--- src/rtl/cs_pkg.sv ---
`timescale 1ns/1ps
package cs_pkg;

    typedef enum logic [1:0] {
        CY_IDLE  = 2'd0,
        CY_BLANK = 2'd1,
        CY_ARMED = 2'd2
    } cy_state_t;

    typedef enum logic {
        UV_LOCK = 1'b0,
        UV_RUN  = 1'b1
    } uv_state_t;

    typedef enum logic {
        OV_CLEAR   = 1'b0,
        OV_TRIPPED = 1'b1
    } ov_state_t;

    typedef enum logic {
        OT_COOL = 1'b0,
        OT_HOT  = 1'b1
    } ot_state_t;

endpackage

--- src/rtl/cs_prot_gate.sv ---
`timescale 1ns/1ps
module cs_prot_gate
    import cs_pkg::*;
(
    input  logic clk,
    input  logic rst_n,
    input  logic bp_below_lo,
    input  logic bp_above_hi,
    input  logic ov_trip,
    input  logic bp_below_rst,
    input  logic ot_set,
    input  logic ot_clr,
    output logic allow
);

    uv_state_t uv_q, uv_d;
    ov_state_t ov_q, ov_d;
    ot_state_t ot_q, ot_d;

    // state registers
    always_ff @(posedge clk or negedge rst_n) begin
        if (!rst_n) begin
            uv_q <= UV_LOCK;
            ov_q <= OV_CLEAR;
            ot_q <= OT_COOL;
        end else begin
            uv_q <= uv_d;
            ov_q <= ov_d;
            ot_q <= ot_d;
        end
    end

    // undervoltage hysteresis: brown-out / recharged
    always_comb begin
        uv_d = uv_q;
        unique case (uv_q)
            UV_RUN:  if (bp_below_lo) uv_d = UV_LOCK;
            UV_LOCK: if (bp_above_hi && !bp_below_lo) uv_d = UV_RUN;
            default: uv_d = UV_LOCK;
        endcase
    end

    // overvoltage latch: trip / discharge reset (reset wins)
    always_comb begin
        ov_d = ov_q;
        unique case (ov_q)
            OV_CLEAR:   if (ov_trip && !bp_below_rst) ov_d = OV_TRIPPED;
            OV_TRIPPED: if (bp_below_rst) ov_d = OV_CLEAR;
            default:    ov_d = OV_CLEAR;
        endcase
    end

    // thermal shutdown: overheat / cooled (overheat wins)
    always_comb begin
        ot_d = ot_q;
        unique case (ot_q)
            OT_COOL: if (ot_set) ot_d = OT_HOT;
            OT_HOT:  if (ot_clr && !ot_set) ot_d = OT_COOL;
            default: ot_d = OT_HOT;
        endcase
    end

    // output decode
    always_comb begin
        allow = (uv_q == UV_RUN) && (ov_q == OV_CLEAR) && (ot_q == OT_COOL);
    end

    AST_UV_HOLD: assert property (@(posedge clk) disable iff (!rst_n)
        (uv_q == UV_LOCK && !bp_above_hi) |=> (uv_q == UV_LOCK));
    AST_UV_BLOCK: assert property (@(posedge clk) disable iff (!rst_n)
        bp_below_lo |=> !allow);
    AST_OV_HOLD: assert property (@(posedge clk) disable iff (!rst_n)
        (ov_q == OV_TRIPPED && !bp_below_rst) |=> (ov_q == OV_TRIPPED));
    AST_OV_BLOCK: assert property (@(posedge clk) disable iff (!rst_n)
        (ov_trip && !bp_below_rst) |=> !allow);
    AST_OT_BLOCK: assert property (@(posedge clk) disable iff (!rst_n)
        ot_set |=> !allow);
    AST_OT_HOLD: assert property (@(posedge clk) disable iff (!rst_n)
        (ot_q == OT_HOT && !ot_clr) |=> (ot_q == OT_HOT));

endmodule

--- src/rtl/cs_ontime_ctr.sv ---
`timescale 1ns/1ps
module cs_ontime_ctr #(
    parameter int CNT_W        = 6,
    parameter int BLANK_TICKS  = 11,
    parameter int MAX_ON_TICKS = 31
) (
    input  logic             clk,
    input  logic             rst_n,
    input  logic             load,
    input  logic             run,
    output logic [CNT_W-1:0] on_cnt,
    output logic             at_blank_end,
    output logic             at_max
);

    localparam logic [CNT_W-1:0] BLANK_C = CNT_W'(BLANK_TICKS);
    localparam logic [CNT_W-1:0] MAX_C   = CNT_W'(MAX_ON_TICKS);
    localparam logic [CNT_W-1:0] ONE_C   = CNT_W'(1);

    logic [CNT_W-1:0] cnt_q;

    // counts the on-tick now in progress, starting at one
    always_ff @(posedge clk or negedge rst_n) begin
        if (!rst_n) begin
            cnt_q <= '0;
        end else if (load) begin
            cnt_q <= ONE_C;
        end else if (run && cnt_q != MAX_C) begin
            cnt_q <= cnt_q + ONE_C;
        end
    end

    always_comb begin
        on_cnt       = cnt_q;
        at_blank_end = (cnt_q == BLANK_C);
        at_max       = (cnt_q == MAX_C);
    end

    AST_LOAD_ONE: assert property (@(posedge clk) disable iff (!rst_n)
        load |=> (on_cnt == ONE_C));
    AST_CNT_CAP: assert property (@(posedge clk) disable iff (!rst_n)
        (!load && at_max) |=> at_max);

endmodule

--- src/rtl/cs_cycle_fsm.sv ---
`timescale 1ns/1ps
module cs_cycle_fsm
    import cs_pkg::*;
#(
    parameter int CNT_W        = 6,
    parameter int BLANK_TICKS  = 11,
    parameter int MAX_ON_TICKS = 31
) (
    input  logic             clk,
    input  logic             rst_n,
    input  logic             cyc_start,
    input  logic             fb_en,
    input  logic             ilim_trip,
    input  logic             allow,
    input  logic [CNT_W-1:0] on_cnt,
    input  logic             at_blank_end,
    input  logic             at_max,
    output logic             gate,
    output logic             skip_pulse
);

    localparam logic [CNT_W-1:0] MAX_C = CNT_W'(MAX_ON_TICKS);

    cy_state_t state_q, state_d;
    logic      skip_q, skip_d;
    logic      fire;

    always_comb begin
        fire = cyc_start && fb_en && allow;
    end

    // state register
    always_ff @(posedge clk or negedge rst_n) begin
        if (!rst_n) begin
            state_q <= CY_IDLE;
            skip_q  <= 1'b0;
        end else begin
            state_q <= state_d;
            skip_q  <= skip_d;
        end
    end

    // transitions
    always_comb begin
        state_d = state_q;
        skip_d  = 1'b0;
        if (cyc_start) begin
            state_d = fire ? CY_BLANK : CY_IDLE;   // fire / skip
            skip_d  = !fire;
        end else begin
            unique case (state_q)
                CY_IDLE: state_d = CY_IDLE;
                CY_BLANK: begin
                    if (!allow)            state_d = CY_IDLE;   // protect stop
                    else if (at_max)       state_d = CY_IDLE;   // duty stop
                    else if (at_blank_end) state_d = CY_ARMED;  // unblank
                end
                CY_ARMED: begin
                    if (!allow || ilim_trip || at_max) state_d = CY_IDLE;
                end
                default: state_d = CY_IDLE;
            endcase
        end
    end

    // outputs
    always_comb begin
        gate       = (state_q == CY_BLANK) || (state_q == CY_ARMED);
        skip_pulse = skip_q;
    end

    AST_START_OK: assert property (@(posedge clk) disable iff (!rst_n)
        $rose(gate) |-> ($past(cyc_start) && $past(fb_en) && $past(allow)));
    AST_MAX_ON: assert property (@(posedge clk) disable iff (!rst_n)
        gate |-> (on_cnt <= MAX_C));
    AST_ILIM_CUT: assert property (@(posedge clk) disable iff (!rst_n)
        (state_q == CY_ARMED && ilim_trip && !cyc_start) |=> !gate);
    AST_BLANK_HOLD: assert property (@(posedge clk) disable iff (!rst_n)
        (state_q == CY_BLANK && allow && !at_max && !cyc_start) |=> gate);
    AST_SKIP_EXCL: assert property (@(posedge clk) disable iff (!rst_n)
        skip_pulse |-> !gate);

endmodule

--- src/rtl/cs_switch_ctrl.sv ---
`timescale 1ns/1ps
module cs_switch_ctrl #(
    parameter int PERIOD_TICKS = 50,
    parameter int DUTY_PCT     = 63,
    parameter int BLANK_TICKS  = 11
) (
    input  logic clk,
    input  logic rst_n,
    input  logic cyc_start,
    input  logic fb_en,
    input  logic ilim_trip,
    input  logic bp_below_lo,
    input  logic bp_above_hi,
    input  logic ov_trip,
    input  logic bp_below_rst,
    input  logic ot_set,
    input  logic ot_clr,
    output logic gate,
    output logic skip_pulse
);

    localparam int MAX_ON_TICKS = (PERIOD_TICKS * DUTY_PCT) / 100;
    localparam int CNT_W        = $clog2(MAX_ON_TICKS + 1);

    logic             allow;
    logic [CNT_W-1:0] on_cnt;
    logic             at_blank_end;
    logic             at_max;
    logic             gate_i;

    cs_prot_gate u_prot (
        .clk          (clk),
        .rst_n        (rst_n),
        .bp_below_lo  (bp_below_lo),
        .bp_above_hi  (bp_above_hi),
        .ov_trip      (ov_trip),
        .bp_below_rst (bp_below_rst),
        .ot_set       (ot_set),
        .ot_clr       (ot_clr),
        .allow        (allow)
    );

    cs_ontime_ctr #(
        .CNT_W        (CNT_W),
        .BLANK_TICKS  (BLANK_TICKS),
        .MAX_ON_TICKS (MAX_ON_TICKS)
    ) u_ctr (
        .clk          (clk),
        .rst_n        (rst_n),
        .load         (cyc_start),
        .run          (gate_i),
        .on_cnt       (on_cnt),
        .at_blank_end (at_blank_end),
        .at_max       (at_max)
    );

    cs_cycle_fsm #(
        .CNT_W        (CNT_W),
        .BLANK_TICKS  (BLANK_TICKS),
        .MAX_ON_TICKS (MAX_ON_TICKS)
    ) u_fsm (
        .clk          (clk),
        .rst_n        (rst_n),
        .cyc_start    (cyc_start),
        .fb_en        (fb_en),
        .ilim_trip    (ilim_trip),
        .allow        (allow),
        .on_cnt       (on_cnt),
        .at_blank_end (at_blank_end),
        .at_max       (at_max),
        .gate         (gate_i),
        .skip_pulse   (skip_pulse)
    );

    always_comb begin
        gate = gate_i;
    end

    AST_RESET_QUIET: assert property (@(posedge clk) disable iff (!rst_n)
        $rose(rst_n) |-> (!gate && !skip_pulse));

endmodule

--- config.mk ---
export PLATFORM = sky130hd
export DESIGN_NAME = cs_switch_ctrl
export DESIGN_NICKNAME = d
export VERILOG_FILES = /design/src/rtl/cs_pkg.sv /design/src/rtl/cs_prot_gate.sv /design/src/rtl/cs_ontime_ctr.sv /design/src/rtl/cs_cycle_fsm.sv /design/src/rtl/cs_switch_ctrl.sv
export SDC_FILE = /design/constraint.sdc
export NUM_CORES = 1
export LEC_CHECK = 0
export ABC_AREA = 1
export CAP_MARGIN = 20
export CORE_AREA = 3 3 40 42
export CTS_BUF_LIST = sky130_fd_sc_hd__clkbuf_16
export DETAILED_ROUTE_END_ITERATION = 7
export DIE_AREA = 0 0 43 45
export HOLD_SLACK_MARGIN = 0.05
export PLACE_DENSITY = 0.7
export SLEW_MARGIN = 30
export SYNTH_ARGS = -nofsm -noshare
export SYNTH_HDL_FRONTEND = slang
export SYNTH_HIERARCHICAL = 1
export SYNTH_SLANG_ARGS = --single-unit
--- constraint.sdc ---
create_clock -name clk -period 2.2 [get_ports clk]
set_input_delay 0.44 -clock clk [delete_from_list [all_inputs] [get_ports clk]]
set_output_delay 0.44 -clock clk [all_outputs]
set_load 0.05 [all_outputs]
# After elaboration in Yosys (flattened, before gate mapping)
# Cells that the tools add are included.
[word_totals] regBits=11 inputBits=11 out_inout_bits=2 wordCells=54
[op_classes] add_sub_neg=1 eq_ne=7 n_mux=19 n_bitwise=3 reduce_logical=18
[op_table] cell="$mux 2" count=5
[op_table] cell="$mux 5" count=2
[op_table] cell="$ne 5x5->1 const B" count=2
[op_table] cell="$logic_and 1x1->1" count=8
[op_table] cell="$mux 1" count=8
[op_table] cell="$pmux 1 s2" count=3
[op_table] cell="$add 5x1->5 const B" count=1
[op_table] cell="$eq 5x4->1 const B" count=1
[op_table] cell="$eq 5x5->1 const B" count=1
[op_table] cell="$logic_not 1->1" count=5
[op_table] cell="$pmux 2 s2" count=1
[op_table] cell="$logic_or 1x1->1" count=3
[op_table] cell="$ne 3x2->1 const B" count=1
[op_table] cell="$not 1->1" count=3
[op_table] cell="$eq 2x1->1 const B" count=1
[op_table] cell="$eq 2x2->1 const B" count=1
[op_table] cell="$reduce_and 2->1" count=1
[op_table] cell="$reduce_bool 2->1" count=1

# Depth between registers and ports, before layout
# Gate-level depths: netlist (run 1).
[depth] word_depth=9 depth_mapped=9 ltp_nobuf=9

# Cells and area by module
# The synthesis (run 1) kept the hierarchy.
[by_module_without_submodules] module="cs_ontime_ctr" instances=1 cells_per_inst=35 area_each_um2=274.0 seq_area_each_um2=125.1
[by_module_without_submodules] module="cs_cycle_fsm" instances=1 cells_per_inst=28 area_each_um2=198.9 seq_area_each_um2=75.1
[by_module_without_submodules] module="cs_prot_gate" instances=1 cells_per_inst=14 area_each_um2=118.9 seq_area_each_um2=75.1

# Least setup slack after synthesis (run 1)
# Ideal clock, no wire load.
[synth_timing] kind="register to register" start="reg u_fsm.state_q[0]" end="reg u_ctr.cnt_q[1] (netlist: u_ctr/on_cnt[1])" setup_time_ns=0.120 t_arrival_ns=1.467 required_ns=2.080 slack_ns=0.614 path_stages_with_launch=9 n_path_buf=0 period_less_slack_ns=1.586 cell_sequence="dfrtp_1 -> inv_1 -> ha_1 -> inv_1 -> inv_1 -> nor2_4 -> inv_1 -> nor2_1 -> nor2_1"
[synth_via] elab_chain_len=4 elab_cells_between_ends=5 cone_classes="eq/ne (2); reduce/logical (3)"
[synth_lines] element="from (decl)" line="cs_cycle_fsm.sv:24" rtl="cy_state_t state_q, state_d;"
[synth_lines] element="from (signal assigned)" line="cs_cycle_fsm.sv:38" rtl="state_q <= state_d;"
[synth_lines] element="$eq 2x1->1 or $eq 2x2->1 (tied branches)" line="cs_cycle_fsm.sv:68" rtl="gate = (state_q == CY_BLANK) || (state_q == CY_ARMED);"
[synth_lines] element="$logic_or 1x1->1 (*)" line="cs_cycle_fsm.sv:68"
[synth_lines] element="via gate" line="cs_switch_ctrl.sv:18" rtl="output logic gate,"
[synth_lines] element="$logic_and 1x1->1 (*)" line="cs_ontime_ctr.sv:28" rtl="end else if (run && cnt_q != MAX_C) begin"
[synth_lines] element="$reduce_bool 2->1 (no line) (*)"
[synth_lines] element="to (signal assigned)" line="cs_ontime_ctr.sv:29" rtl="cnt_q <= cnt_q + ONE_C;"
[synth_lines] element="to (decl)" line="cs_ontime_ctr.sv:20" rtl="logic [CNT_W-1:0] cnt_q;"
# Mark *: on every way through the listed nets, which the timed path passes. The rest lies on a longest branch.
# A chain may end at the register's enable or synchronous reset.

# Final worst setup path (run 1)
[layout_timing] start="reg u_fsm.skip_q (netlist: u_fsm/skip_pulse)" end="out skip_pulse"
[layout_rtl] element="from (decl)" line="cs_cycle_fsm.sv:25" rtl="logic skip_q, skip_d;"
[layout_rtl] element="from (signal assigned)" line="cs_cycle_fsm.sv:39" rtl="skip_q <= skip_d;"
[layout_rtl] element="to (decl)" line="cs_switch_ctrl.sv:19" rtl="output logic skip_pulse"
# No word-level cell between the ends.

==> results of run 1 <==
[cell families (layout without fill, tap and decap cells)]
group / after synthesis / in the layout / synth area share, %
AOI/OAI and AO/OA: 6 / 6 / 5.50
adders and majority gates: 4 / 4 / 8.46
buffers and inverters: 15 / 31 / 9.51
DFF: 11 / 11 / 46.5
and+or+nand+nor: 41 / 41 / 30.0
[metal layers]
metal	track usage, %	part of all wire [%]
met1	16.8	45
met2	22.5	49
met3	4.78	5.0
met4	9.04	1.0
met5	0	0
[cells in the mapped netlist]
master	number
sky130_fd_sc_hd__inv_1	14
sky130_fd_sc_hd__inv_2	1
sky130_fd_sc_hd__a21oi_1	2
sky130_fd_sc_hd__nor2_4	1
sky130_fd_sc_hd__nor3_1	1
sky130_fd_sc_hd__nor2_1	17
sky130_fd_sc_hd__nand2_2	1
sky130_fd_sc_hd__dfrtp_1	11
sky130_fd_sc_hd__a21boi_0	1
sky130_fd_sc_hd__o21ai_0	3
sky130_fd_sc_hd__ha_1	4
sky130_fd_sc_hd__nand3_1	4
sky130_fd_sc_hd__nor2_2	2
sky130_fd_sc_hd__nand4_1	1
sky130_fd_sc_hd__nand2_1	14
[area by class of cell]
cell class	instances	area, µm²	area share, %
multi-input combinational	51	260	32.2
sequential	11	275	34.1
inverter	15	56.3	6.97
timing repair buffer	12	118	14.6
tap	15	18.8	2.32
clock buffer	3	75.1	9.29
clock inverter	1	5.00	0.619
[worst min-delay path, cell delays in order (launching register included)]
cell                      delay (ps)
sky130_fd_sc_hd__dfrtp_1         340
sky130_fd_sc_hd__nor2_1           50
sky130_fd_sc_hd__nor2_1           70
[worst min-delay path by stage]
stage | endpoint | start | cells past startpoint | slack, ps
after floorplan | u_ctr/on_cnt[0] | rst_n | 0 | 140
after global placement | u_prot/uv_q | u_prot/uv_q | 2 | 480
after detailed placement | u_prot/uv_q | u_prot/uv_q | 2 | 480
after CTS | u_prot/ot_q | u_prot/ot_q | 2 | 500
after global routing | u_prot/uv_q | u_prot/uv_q | 2 | 510
final | u_prot/ov_q | u_prot/ov_q | 2 | 490
[per-stage QoR]
stage / instances / setup slack, ps / hold slack (ps) / utilization, %
floorplan: 77 / 614 / 144 / -
global placement: 104 / 669 / 481 / 56.7
detailed placement: 104 / 645 / 485 / 56.7
finish: 108 / 368 / 489 / 62.9
CTS: 108 / 355 / 495 / 62.9
global route: 108 / 335 / 511 / 62.9
[registers in the layout (all words and copies together), names as in the netlist]
register,flops
u_prot/uv_q,1
u_prot/ov_q,1
u_prot/ot_q,1
u_ctr/on_cnt,5
u_fsm/state_q,2
u_fsm/skip_pulse,1
[report_power, final]
group | switching [µW] | internal [µW]
Sequential | 3.58 | 209
Combinational | 22.2 | 23.3
Clock | 92.6 | 241
==> metrics.txt, run 1 <==
# TYPE chip_impl_metric gauge
chip_impl_metric{name="final_antenna_net_count",unit=""} 0
chip_impl_metric{name="ioPinCount",unit=""} 13
chip_impl_info{name="critPathKind",value="flop to output port"} 1
chip_impl_metric{name="cts_resized",unit=""} 0
chip_impl_metric{name="clk_transition_reported_paths",unit="ps"} 40
chip_impl_metric{name="die_area",unit="µm²"} 1940
chip_impl_metric{name="synthesis.area_per_instance",unit="µm²"} 7.69
chip_impl_metric{name="first_pass_iters",unit=""} 4
chip_impl_info{name="worst_setup_sp_type",value="flop"} 1
chip_impl_metric{name="power",unit="µW"} 592
chip_impl_metric{name="post_dp_cell_area",unit="µm²"} 728
chip_impl_metric{name="cts_hold_repair.buffers",unit=""} 0
chip_impl_metric{name="nFillCells",unit=""} 116
chip_impl_info{name="rsz0062_at_grt",value="false"} 1
chip_impl_info{name="source_of_the_worst_register_to_register_timing_path",value="u_ctr/on_cnt[0]"} 1
chip_impl_metric{name="cpPeakStageDelay",unit="ps"} 800
chip_impl_metric{name="grt_max_degree",unit=""} 12
chip_impl_metric{name="io_buffer_count",unit=""} 12
chip_impl_metric{name="post-route-drc-count",unit=""} 0
chip_impl_metric{name="yosys_warnings",unit=""} 6
chip_impl_metric{name="place_congestion",unit=""} 0.786
chip_impl_metric{name="finalNetCount",unit=""} 109
chip_impl_metric{name="ys_ff_latch",unit=""} 11
chip_impl_metric{name="die_w",unit="µm"} 43
chip_impl_metric{name="final_std_cell_area_no_fill",unit="µm²"} 808
chip_impl_metric{name="cell_area_after_technology_mapping",unit="µm²"} 592
chip_impl_metric{name="timing.critical_path.depth",unit=""} 1
chip_impl_info{name="worstHoldPathType",value="flop to flop"} 1
chip_impl_metric{name="insertedDiodeCount",unit=""} 0
chip_impl_info{name="ys_top_cells_by_area",value="sky130_fd_sc_hd__dfrtp_1 47%, sky130_fd_sc_hd__nor2_1 11%, sky130_fd_sc_hd__inv_1 8.9%"} 1
chip_impl_metric{name="grtUsageTotal",unit="%"} 14.3
chip_impl_metric{name="die_h",unit="µm"} 45
chip_impl_info{name="tritoncts",value="done"} 1
chip_impl_metric{name="syn_inst",unit=""} 77
chip_impl_info{name="cp-end-kind",value="output port"} 1
chip_impl_metric{name="cp_data_required_time",unit="ps"} 1760
chip_impl_metric{name="timing.max_cap.violations",unit=""} 0
chip_impl_info{name="startpoint_of_the_worst_setup_timing_path",value="u_fsm/skip_pulse"} 1
chip_impl_metric{name="detailroute.via_count",unit=""} 518
chip_impl_metric{name="p_leak",unit="µW"} 0.000411
chip_impl_metric{name="cts_post_setup_buffers_inserted",unit=""} 0
chip_impl_metric{name="timing.reg2reg.worst_path_depth",unit=""} 8
chip_impl_metric{name="period_needed",unit="ps"} 1830
chip_impl_metric{name="critPathArrivalTime",unit="ps"} 1390
chip_impl_metric{name="setup_violations",unit=""} 0
chip_impl_metric{name="synth_top_area_share",unit="%"} 46.5
chip_impl_metric{name="synth.yosys.seq_area_share",unit="%"} 46.5
chip_impl_metric{name="largest_clock_skew_in_the_final_design",unit="ps"} 2.71
chip_impl_info{name="critical_path.cell_chain",value="clkdlybuf4s50_1"} 1
chip_impl_metric{name="worst_case_clock_buffer_depth",unit=""} 2
chip_impl_metric{name="place_hpwl",unit="µm"} 801
chip_impl_info{name="timing.critical_path.slowest_stage_cell",value="sky130_fd_sc_hd__clkdlybuf4s50_1"} 1
chip_impl_metric{name="grt_remaining_overflow",unit=""} 0
chip_impl_metric{name="least_margin_pin_slew",unit="ps"} 499
chip_impl_metric{name="share_of_post_route_cells_with_drive_strength_above_1",unit="%"} 10.8
chip_impl_info{name="worstReg2RegEnd",value="u_ctr/on_cnt[4]"} 1
chip_impl_metric{name="timing.slew.headroom",unit="%"} 66.7
chip_impl_metric{name="tritoncts_sink_count",unit=""} 11
chip_impl_info{name="cp-endpoint",value="skip_pulse"} 1
chip_impl_metric{name="post_drt_via_cell_ratio",unit=""} 4.80
chip_impl_info{name="cts.root.buffer_cell",value="sky130_fd_sc_hd__clkbuf_16"} 1
chip_impl_info{name="synth_area_leader_cell",value="sky130_fd_sc_hd__dfrtp_1"} 1
chip_impl_metric{name="power_density",unit="nW/µm²"} 732
chip_impl_info{name="cpLargestDelayFamily",value="buffers and inverters"} 1
chip_impl_metric{name="mappedNetlistNets",unit=""} 92
chip_impl_metric{name="final_max_slew_viol_count",unit=""} 0
chip_impl_metric{name="peak_freq",unit="MHz"} 546
chip_impl_metric{name="area_growth_syn_to_layout",unit="%"} 36.6
chip_impl_metric{name="initial_core_util",unit="%"} 46.1
chip_impl_metric{name="path_buf_inv",unit=""} 1
chip_impl_metric{name="later_pin_clock_latency_in_the_skew_report",unit="ps"} 240
chip_impl_metric{name="fin_tns_setup",unit="ps"} 0
chip_impl_metric{name="hold_viol",unit=""} 0
chip_impl_metric{name="drt-initial-drc-count",unit=""} 9
chip_impl_metric{name="cts.htree.levels",unit=""} 1
chip_impl_metric{name="drt-total-wl",unit="µm"} 1160
chip_impl_metric{name="first_global_vias",unit=""} 452
chip_impl_metric{name="numCtsBuffers",unit=""} 3
chip_impl_info{name="layout_common_cells",value="17 x sky130_fd_sc_hd__nor2_1, 14 x sky130_fd_sc_hd__nand2_1, 14 x sky130_fd_sc_hd__inv_1"} 1
chip_impl_metric{name="crit_path_max_fanout",unit=""} 1
chip_impl_info{name="status",value="finished clean"} 1
chip_impl_metric{name="std_cell_rows",unit=""} 13
chip_impl_metric{name="wl_per_cell",unit="µm"} 10.7
chip_impl_info{name="mostFrequentLayoutCell",value="sky130_fd_sc_hd__nor2_1"} 1
chip_impl_metric{name="irDropWorstVdd",unit="mV"} 0.500
chip_impl_metric{name="ys_types",unit=""} 15
chip_impl_metric{name="grt_antenna_before_repair",unit=""} 0
chip_impl_metric{name="period_share",unit="%"} 83.3
chip_impl_metric{name="global_route_wire_length_before_repair",unit="µm"} 1900
chip_impl_metric{name="core_area",unit="µm²"} 1280
chip_impl_metric{name="reg2reg_setup_slack",unit="ps"} 620
Note: power is estimated with default switching activity, not from simulation.
==> run 2: changes to the inputs <==
--- a/config.mk
+++ b/config.mk
@@ -7,12 +7,12 @@
 export LEC_CHECK = 0
 export ABC_AREA = 1
 export CAP_MARGIN = 20
-export CORE_AREA = 3 3 40 42
+export CORE_MARGIN = 3
+export CORE_UTILIZATION = 42
 export CTS_BUF_LIST = sky130_fd_sc_hd__clkbuf_16
 export DETAILED_ROUTE_END_ITERATION = 7
-export DIE_AREA = 0 0 43 45
 export HOLD_SLACK_MARGIN = 0.05
-export PLACE_DENSITY = 0.7
+export PLACE_DENSITY = 0.69
 export SLEW_MARGIN = 30
 export SYNTH_ARGS = -nofsm -noshare
 export SYNTH_HDL_FRONTEND = slang
==> constraint.sdc (replaced) <==
create_clock -name clk -period 1.6 [get_ports clk]
set_input_delay 0.32 -clock clk [delete_from_list [all_inputs] [get_ports clk]]
set_output_delay 0.32 -clock clk [all_outputs]
set_load 0.05 [all_outputs]
==> run 2 against run 1 <==
  * First-iteration DRC count rose by 11%
  * Clock skew down 1.4 ps
  * Worst setup slack got worse by 280 ps
  * Critical path depth grew 3
  * Sequential share of layout area down 0.52 points
  * Register-to-register slack worse by 530 ps
==> metrics.txt, run 2 (synthesized netlist as in run 1, its figures left out) <==
# TYPE chip_impl_metric gauge
chip_impl_info{name="tritoncts",value="done"} 1
chip_impl_info{name="cts.root.buffer_cell",value="sky130_fd_sc_hd__clkbuf_16"} 1
chip_impl_info{name="critical_path.cell_chain",value="inv_1 -> ha_1 -> inv_1 -> buf_12"} 1
chip_impl_metric{name="setup_violations",unit=""} 0
chip_impl_metric{name="initial_core_util",unit="%"} 48.7
chip_impl_metric{name="grt_remaining_overflow",unit=""} 0
chip_impl_metric{name="least_margin_pin_slew",unit="ps"} 474
chip_impl_metric{name="share_of_post_route_cells_with_drive_strength_above_1",unit="%"} 12.9
chip_impl_metric{name="numCtsBuffers",unit=""} 3
chip_impl_metric{name="cts_hold_repair.buffers",unit=""} 0
chip_impl_info{name="regMostFlops",value="u_ctr/on_cnt"} 1
chip_impl_info{name="cpLargestDelayFamily",value="flip-flops"} 1
chip_impl_info{name="worstHoldPathType",value="input port to asynchronous set/reset pin"} 1
chip_impl_info{name="worst_setup_sp_type",value="flop"} 1
chip_impl_info{name="timing.critical_path.slowest_stage_cell",value="sky130_fd_sc_hd__dfrtp_1"} 1
chip_impl_info{name="layout_top_registers",value="u_ctr/on_cnt: 5 flops, u_fsm/state_q: 2 flops"} 1
chip_impl_metric{name="path_buf_inv",unit=""} 3
chip_impl_info{name="status",value="finished clean"} 1
chip_impl_metric{name="grtUsageTotal",unit="%"} 15.4
chip_impl_metric{name="power_density",unit="nW/µm²"} 969
chip_impl_metric{name="std_cell_rows",unit=""} 12
chip_impl_metric{name="crit_path_max_fanout",unit=""} 3
chip_impl_metric{name="first_pass_iters",unit=""} 4
chip_impl_metric{name="fin_tns_setup",unit="ps"} 0
chip_impl_metric{name="place_hpwl",unit="µm"} 889
chip_impl_metric{name="cts.htree.levels",unit=""} 1
chip_impl_metric{name="finalNetCount",unit=""} 109
chip_impl_metric{name="post-route-drc-count",unit=""} 0
chip_impl_metric{name="cts_resized",unit=""} 0
chip_impl_metric{name="place_congestion",unit=""} 0.781
chip_impl_metric{name="p_leak",unit="µW"} 0.000410
chip_impl_metric{name="hold_viol",unit=""} 0
chip_impl_metric{name="die_h",unit="µm"} 43.5
chip_impl_metric{name="io_buffer_count",unit=""} 12
chip_impl_metric{name="timing.max_cap.violations",unit=""} 0
chip_impl_info{name="cp-end-kind",value="output port"} 1
chip_impl_metric{name="largest_clock_skew_in_the_final_design",unit="ps"} 1.29
chip_impl_metric{name="drt-initial-drc-count",unit=""} 10
chip_impl_metric{name="cpPeakStageDelay",unit="ps"} 360
chip_impl_metric{name="cts_post_setup_buffers_inserted",unit=""} 0
chip_impl_metric{name="drt-total-wl",unit="µm"} 1180
chip_impl_metric{name="post_drt_via_cell_ratio",unit=""} 4.79
chip_impl_metric{name="irDropWorstVdd",unit="mV"} 0.634
chip_impl_info{name="layout_common_cells",value="17 x sky130_fd_sc_hd__nor2_1, 15 x sky130_fd_sc_hd__inv_1, 14 x sky130_fd_sc_hd__nand2_1"} 1
chip_impl_metric{name="ioPinCount",unit=""} 13
chip_impl_metric{name="detailroute.via_count",unit=""} 512
chip_impl_metric{name="final_antenna_net_count",unit=""} 0
chip_impl_metric{name="worst_case_clock_buffer_depth",unit=""} 2
chip_impl_metric{name="clk_transition_reported_paths",unit="ps"} 40
chip_impl_metric{name="critPathArrivalTime",unit="ps"} 1190
chip_impl_metric{name="insertedDiodeCount",unit=""} 0
chip_impl_metric{name="grt_antenna_before_repair",unit=""} 0
chip_impl_metric{name="finalHoldWorstSlack",unit="ps"} 415
chip_impl_metric{name="number_of_flip_flops_in_the_largest_register",unit=""} 5
chip_impl_metric{name="die_area",unit="µm²"} 1900
chip_impl_metric{name="grt_max_degree",unit=""} 12
chip_impl_metric{name="global_route_wire_length_before_repair",unit="µm"} 2090
chip_impl_metric{name="later_pin_clock_latency_in_the_skew_report",unit="ps"} 230
chip_impl_metric{name="period_share",unit="%"} 94.5
chip_impl_info{name="rsz0062_at_grt",value="false"} 1
chip_impl_metric{name="final_max_slew_viol_count",unit=""} 0
chip_impl_metric{name="die_w",unit="µm"} 43.5
chip_impl_metric{name="peak_freq",unit="MHz"} 661
chip_impl_metric{name="nFillCells",unit=""} 104
chip_impl_metric{name="first_global_vias",unit=""} 510
chip_impl_metric{name="wl_per_cell",unit="µm"} 11.0
chip_impl_metric{name="period_needed",unit="ps"} 1510
chip_impl_info{name="critPathKind",value="flop to output port"} 1
chip_impl_metric{name="timing.slew.headroom",unit="%"} 68.3
chip_impl_info{name="mostFrequentLayoutCell",value="sky130_fd_sc_hd__nor2_1"} 1
chip_impl_metric{name="tritoncts_sink_count",unit=""} 11
chip_impl_metric{name="area_growth_syn_to_layout",unit="%"} 38.7
chip_impl_info{name="path_common_cell",value="sky130_fd_sc_hd__inv_1"} 1
chip_impl_metric{name="cp_data_required_time",unit="ps"} 1280
chip_impl_metric{name="core_area",unit="µm²"} 1220
-- run 2: cell count changes in the layout (fill, tap and decap cells not counted), sizes merged --
cell,previous run,this run
buf,1,2
clkdlybuf4s50,11,10
clkinv,1,0
inv,15,16
-- run 2: routing by layer --
metal	global-route usage (%)	part of all wire [%]	vias to the layer above
li1	-	-	266
met1	17.5	41	225
met2	26.0	50	19
met3	4.98	7.1	2
met4	7.23	1.0	0
met5	0	0	-
-- run 2: path summary, 6_finish.rpt --
kind                       slack (ps)        startpoint  depth (start not counted)              end
hold reg to reg                   500       u_prot/uv_q                          2      u_prot/uv_q
hold / removal                    410             rst_n                          1  u_ctr/on_cnt[4]
max in group asynchronous         860             rst_n                          1  u_ctr/on_cnt[1]
setup / recovery                   90  u_fsm/state_q[0]                          4             gate
min in group clk                  500       u_prot/uv_q                          2      u_prot/uv_q
setup reg to reg                   90   u_ctr/on_cnt[1]                          7  u_ctr/on_cnt[0]
-- run 2: cell type report --
cell class,count,area [µm²],area share (%)
clock buffer,3,75.1,9.15
clock inverter,1,3.75,0.457
inverter,15,56.3,6.86
multi-input combinational,51,265,32.3
sequential,11,275,33.5
tap,14,17.5,2.13
timing repair buffer,12,128,15.5
-- run 2: stage by stage --
step | util (%) | std cells | instance area (µm²) | setup slack (ps) | power [µW]
final | 67.5 | 107 | 821 | 87.3 | 796
after global routing | 67.5 | 107 | 821 | 18.3 | 835
after CTS | 67.1 | 107 | 816 | 58.3 | 806
after detailed placement | 60.6 | 103 | 737 | 77.9 | 360
after global placement | 60.6 | 103 | 737 | 123 | 359
after floorplan | - | 77 | 592 | 13.6 | 320
-- run 2: power by group --
group | internal [µW] | switching (µW)
combinational | 32.7 | 31.7
clock | 327 | 112
sequential | 288 | 5.06
total | 647 | 148
